==> src/rtl/zpf_pkg.sv <==
package zpf_pkg;
  function automatic int unsigned cnt_width(input int unsigned n);
    return (n < 1) ? 1 : $clog2(n + 1);
  endfunction
endpackage

==> src/rtl/zpf_fill_src.sv <==
module zpf_fill_src #(
  parameter int unsigned FILL_NUM = 8
) (
  input  logic clk,
  input  logic rst,
  input  logic take,
  output logic pend
);
  localparam int unsigned CW = zpf_pkg::cnt_width(FILL_NUM);
  localparam logic [CW-1:0] LOAD = CW'(FILL_NUM);

  logic [CW-1:0] left_q;

  always_ff @(posedge clk) begin
    if (rst)
      left_q <= LOAD;
    else if (take && left_q != '0)
      left_q <= left_q - 1'b1;
  end

  assign pend = (left_q != '0);

  AST_TAKE_ONLY_PEND: assert property (@(posedge clk) disable iff (rst)
    take |-> pend);
  AST_HOLD_IDLE: assert property (@(posedge clk) disable iff (rst)
    !take |=> $stable(left_q));
endmodule

==> src/rtl/zpf_prio_sel.sv <==
module zpf_prio_sel #(
  parameter int unsigned DATA_W = 16
) (
  input  logic              live_vld,
  input  logic [DATA_W-1:0] live_dat,
  input  logic              fill_pend,
  input  logic              sink_rdy,
  output logic              sel_vld,
  output logic [DATA_W-1:0] sel_dat,
  output logic              fill_take
);
  always_comb begin
    sel_vld   = live_vld | fill_pend;
    sel_dat   = live_vld ? live_dat : '0;
    fill_take = !live_vld && fill_pend && sink_rdy;
  end
endmodule

==> src/rtl/zero_prefill_merge.sv <==
module zero_prefill_merge #(
  parameter int unsigned DATA_W   = 16,
  parameter int unsigned FILL_NUM = 8
) (
  input  logic              clk,
  input  logic              rst,
  input  logic              in_valid,
  output logic              in_ready,
  input  logic [DATA_W-1:0] in_data,
  output logic              out_valid,
  input  logic              out_ready,
  output logic [DATA_W-1:0] out_data
);
  logic pend, take;

  zpf_fill_src #(.FILL_NUM(FILL_NUM)) u_fill (
    .clk(clk), .rst(rst), .take(take), .pend(pend)
  );

  zpf_prio_sel #(.DATA_W(DATA_W)) u_sel (
    .live_vld(in_valid), .live_dat(in_data), .fill_pend(pend),
    .sink_rdy(out_ready), .sel_vld(out_valid), .sel_dat(out_data),
    .fill_take(take)
  );

  assign in_ready = out_ready;

  AST_LIVE_NO_SPEND: assert property (@(posedge clk) disable iff (rst)
    in_valid |-> !take);
  AST_EXHAUST_STAYS: assert property (@(posedge clk) disable iff (rst)
    !out_valid |=> (out_valid |-> in_valid));
  AST_STALL_KEEPS: assert property (@(posedge clk) disable iff (rst)
    (out_valid && !out_ready && !in_valid) |=> (out_valid || in_valid));
  AST_LIVE_PASS: assert property (@(posedge clk) disable iff (rst)
    in_valid |-> (out_valid && out_data == in_data));
endmodule

==> config.mk <==
export PLATFORM = sky130hd
export DESIGN_NAME = zero_prefill_merge
export DESIGN_NICKNAME = d
export VERILOG_FILES = /design/src/rtl/zpf_pkg.sv /design/src/rtl/zpf_fill_src.sv /design/src/rtl/zpf_prio_sel.sv /design/src/rtl/zero_prefill_merge.sv
export SDC_FILE = /design/constraint.sdc
export NUM_CORES = 1
export LEC_CHECK = 0
export CAP_MARGIN = 40
export CORE_AREA = 3 3 40 42
export DETAILED_ROUTE_END_ITERATION = 7
export DIE_AREA = 0 0 43 45
export MAX_ROUTING_LAYER = met4
export PLACE_DENSITY = 0.74
export SKIP_CTS_REPAIR_TIMING = 1
export SLEW_MARGIN = 25
export SYNTH_ARGS = -nofsm -noshare
export SYNTH_HDL_FRONTEND = slang
export SYNTH_SLANG_ARGS = --single-unit
==> constraint.sdc <==
create_clock -name clk -period 2.19 [get_ports clk]
set_input_delay 0.5475 -clock clk [delete_from_list [all_inputs] [get_ports clk]]
set_output_delay 0.5475 -clock clk [all_outputs]
set_load 0.01 [all_outputs]
==> flow_summary.yaml <==
pwr:
  p_per_area_mw_per_mm2: 367
  report.power.total_w: 0.000292
  leakagePower_nw: 0.514
  ir_drop_mv: 0.159
setup_path:
  cp_slowest_stage_delay_ns: 0.54
  cp_max_fo: 2
  cp.arrival_ns: 1.57
  crit_chain: "clkdlybuf4s50_1 > clkdlybuf4s50_1"
  cp_top_family: "buffers and inverters"
  cp.buffers_inverters: 2
  crit_path_top_delay_cell: "clkdlybuf4s50_1"
  start_kind: "input pin"
  worst-endpoint-required_ns: 1.64
  cp-end-kind: "output port"
  critPathMostFrequentCell: "clkdlybuf4s50_1"
  crit_type: "in -> out"
  reg2reg_slack_ns: 0.76
global_route:
  grt_pass1_vias: 469
  track_usage_pct: 13.9
  grt_overflow: 0
  grt_max_degree: 14
  grt_pass1_wl_um: 1840
  grt_antenna_before_repair: 0
routing:
  drc: 0
  dr.pass1.iters: 4
  viasPerCell: 4.54
  routed_wl_um: 1220
  drt_iter0_markers: 7
  wl_per_cell_um: 12.3
  vias: 449
  antenna_left: 0
placement:
  portBuffers: 37
  place_hpwl_um: 1030
  dp.cells: 96
  place.gp.congestion: 0.864
  placed_area_um2: 727
  preCtsSetupSlack_ns: -0.220
cts:
  numCtsBuffers: 3
  clock-root-buffer: "clkbuf_4"
  htreeDepth: 1
  clk-insertion-delay-late_ns: 0.23
  cts_sinks: 4
  clockBufferDepth: 2
  cts_tree: "done"
  clkTransAtPathRegs_ns: 0.03
finish:
  regArea_um2: 80.1
  final_nets: 107
  stdcell_area_um2: 796
  num_antenna_cells: 0
  stdcell_count: 99
  largest-register: "u_fill.left_q"
  reg_top3: "u_fill.left_q: 4 flops"
  drive_above_1_share_pct: 8.33
  multiInputGateArea_um2: 224
  syn_to_final_growth_pct: 144
  largest_reg_flops: 4
  fill_cells: 117
timing:
  setup_viol: 0
  fin_crit_ns: 2.11
  fin_ws_ns: 0.0762
  clock_skew_ns: 0.000161
  rsz0062_at_grt: "no"
  relSlewSlack_pct: 80.2
  final_hold_viol_count: 0
  worst_pin_slew_ns: 0.296
  post-route-period-util_pct: 96.5
  fmaxAchievable_ghz: 0.473
  drv_slew: 0
floorplan:
  die_area_mm2: 0.00194
  rows: 13
  die_w_um: 43
  pin_count: 38
  initial_core_util_pct: 25.4
  die_y_um: 45
  core_area_mm2: 0.00128
synth:
  ys_seq_area_share_pct: 24.5
  syn_avg_cell_area_um2: 7.59
  netlist_instances: 43
  netlist_area_um2: 327
  ys_ff_latch: 4
  yosysWarnings: 0
  yosysUniqueCellTypes: 19
  syn-num-nets: 64
worst_hold_path:
  hp-class: "reg -> reg"
flow_run:
  cap_violations: 0
status:
  outcome: "complete, no violations"
==> kinds of logic (layout without fill, tap and decap cells) <==
| group | after synthesis | count (layout) | synth area share (%) |
|---|---|---|---|
| AND/OR/NAND/NOR | 25 | 25 | 49.0 |
| AO/OA/AOI/OAI | 8 | 8 | 15.7 |
| buffers and inverters | 5 | 46 | 6.90 |
| flip-flops | 4 | 4 | 24.5 |
| adder cells (fa/ha/maj) | 1 | 1 | 3.83 |
==> cells in the final DEF (no fill, tap or decap), drive strengths merged, types with 2 or more instances in the layout <==
cell type,count
clkdlybuf4s50,20
nand2b,2
o21ai,2
inv,3
clkbuf,3
and2,16
a21oi,3
buf,3
dlymetal6s2s,17
dfxtp,4
==> worst min-delay path, delay by kind of cell (launching register included) <==
| family | cells | cell delay (ns) |
|---|---|---|
| DFF | 1 | 0.31 |
| AOI/OAI and AO/OA | 2 | 0.13 |
==> worst paths after layout <==
path,cells past startpoint,from,end
hold / removal,2,u_fill.left_q[0],u_fill.left_q[0]
setup reg to reg,4,u_fill.left_q[0],u_fill.left_q[1]
setup / recovery,2,out_ready,in_ready
hold reg to reg,2,u_fill.left_q[0],u_fill.left_q[0]
==> per-stage QoR <==
stage / hold slack, ns / utilization (%) / setup TNS, ns
floorplan: 0.457 / - / 0
global placement: 0.491 / 56.6 / -3.20
detailed placement: 0.488 / 56.6 / -3.45
CTS: 0.497 / 58.3 / -3.52
global route: 0.522 / 61.9 / 0
finish: 0.498 / 61.9 / 0
==> power breakdown <==
part	switching (W)	total (W)	internal, W	leakage, nW
clock	0.0000260	0.0000870	0.0000610	0.0138
sequential	0.00000557	0.0000849	0.0000794	0.0329
combinational	0.0000425	0.000120	0.0000778	0.467
==> synth_stat cells <==
master | count | area share, %
nand3_1 | 1 | 1.5
nor3b_1 | 1 | 2.3
ha_1 | 1 | 3.8
and2_1 | 16 | 31
a21oi_1 | 3 | 4.6
nand4b_1 | 1 | 2.7
a311o_1 | 1 | 3.1
a311oi_1 | 1 | 2.7
buf_4 | 1 | 2.3
nor3_1 | 1 | 1.5
dfxtp_1 | 4 | 25
a21boi_0 | 1 | 2.3
clkbuf_1 | 1 | 1.1
o21ai_0 | 2 | 3.1
or3b_1 | 1 | 2.7
nor2_1 | 1 | 1.1
nand2b_1 | 2 | 3.8
nor2b_2 | 1 | 2.7
inv_1 | 3 | 3.4
==> metal layers <==
metal,vias up,track usage [%],part of all wire (%)
met5,-,-,0
met4,0,5.42,0
met3,0,6.37,9.3
met2,29,24.0,51
met1,194,13.7,39
li1,226,-,-
==> area by class of cell <==
cell class	count	area share, %
sequential	4	10.1
clock buffer	3	2.83
inverter	3	1.42
multi-input combinational	34	28.1
timing repair buffer	40	55.2
tap	15	2.36
Note: power is estimated with default switching activity, not from simulation.
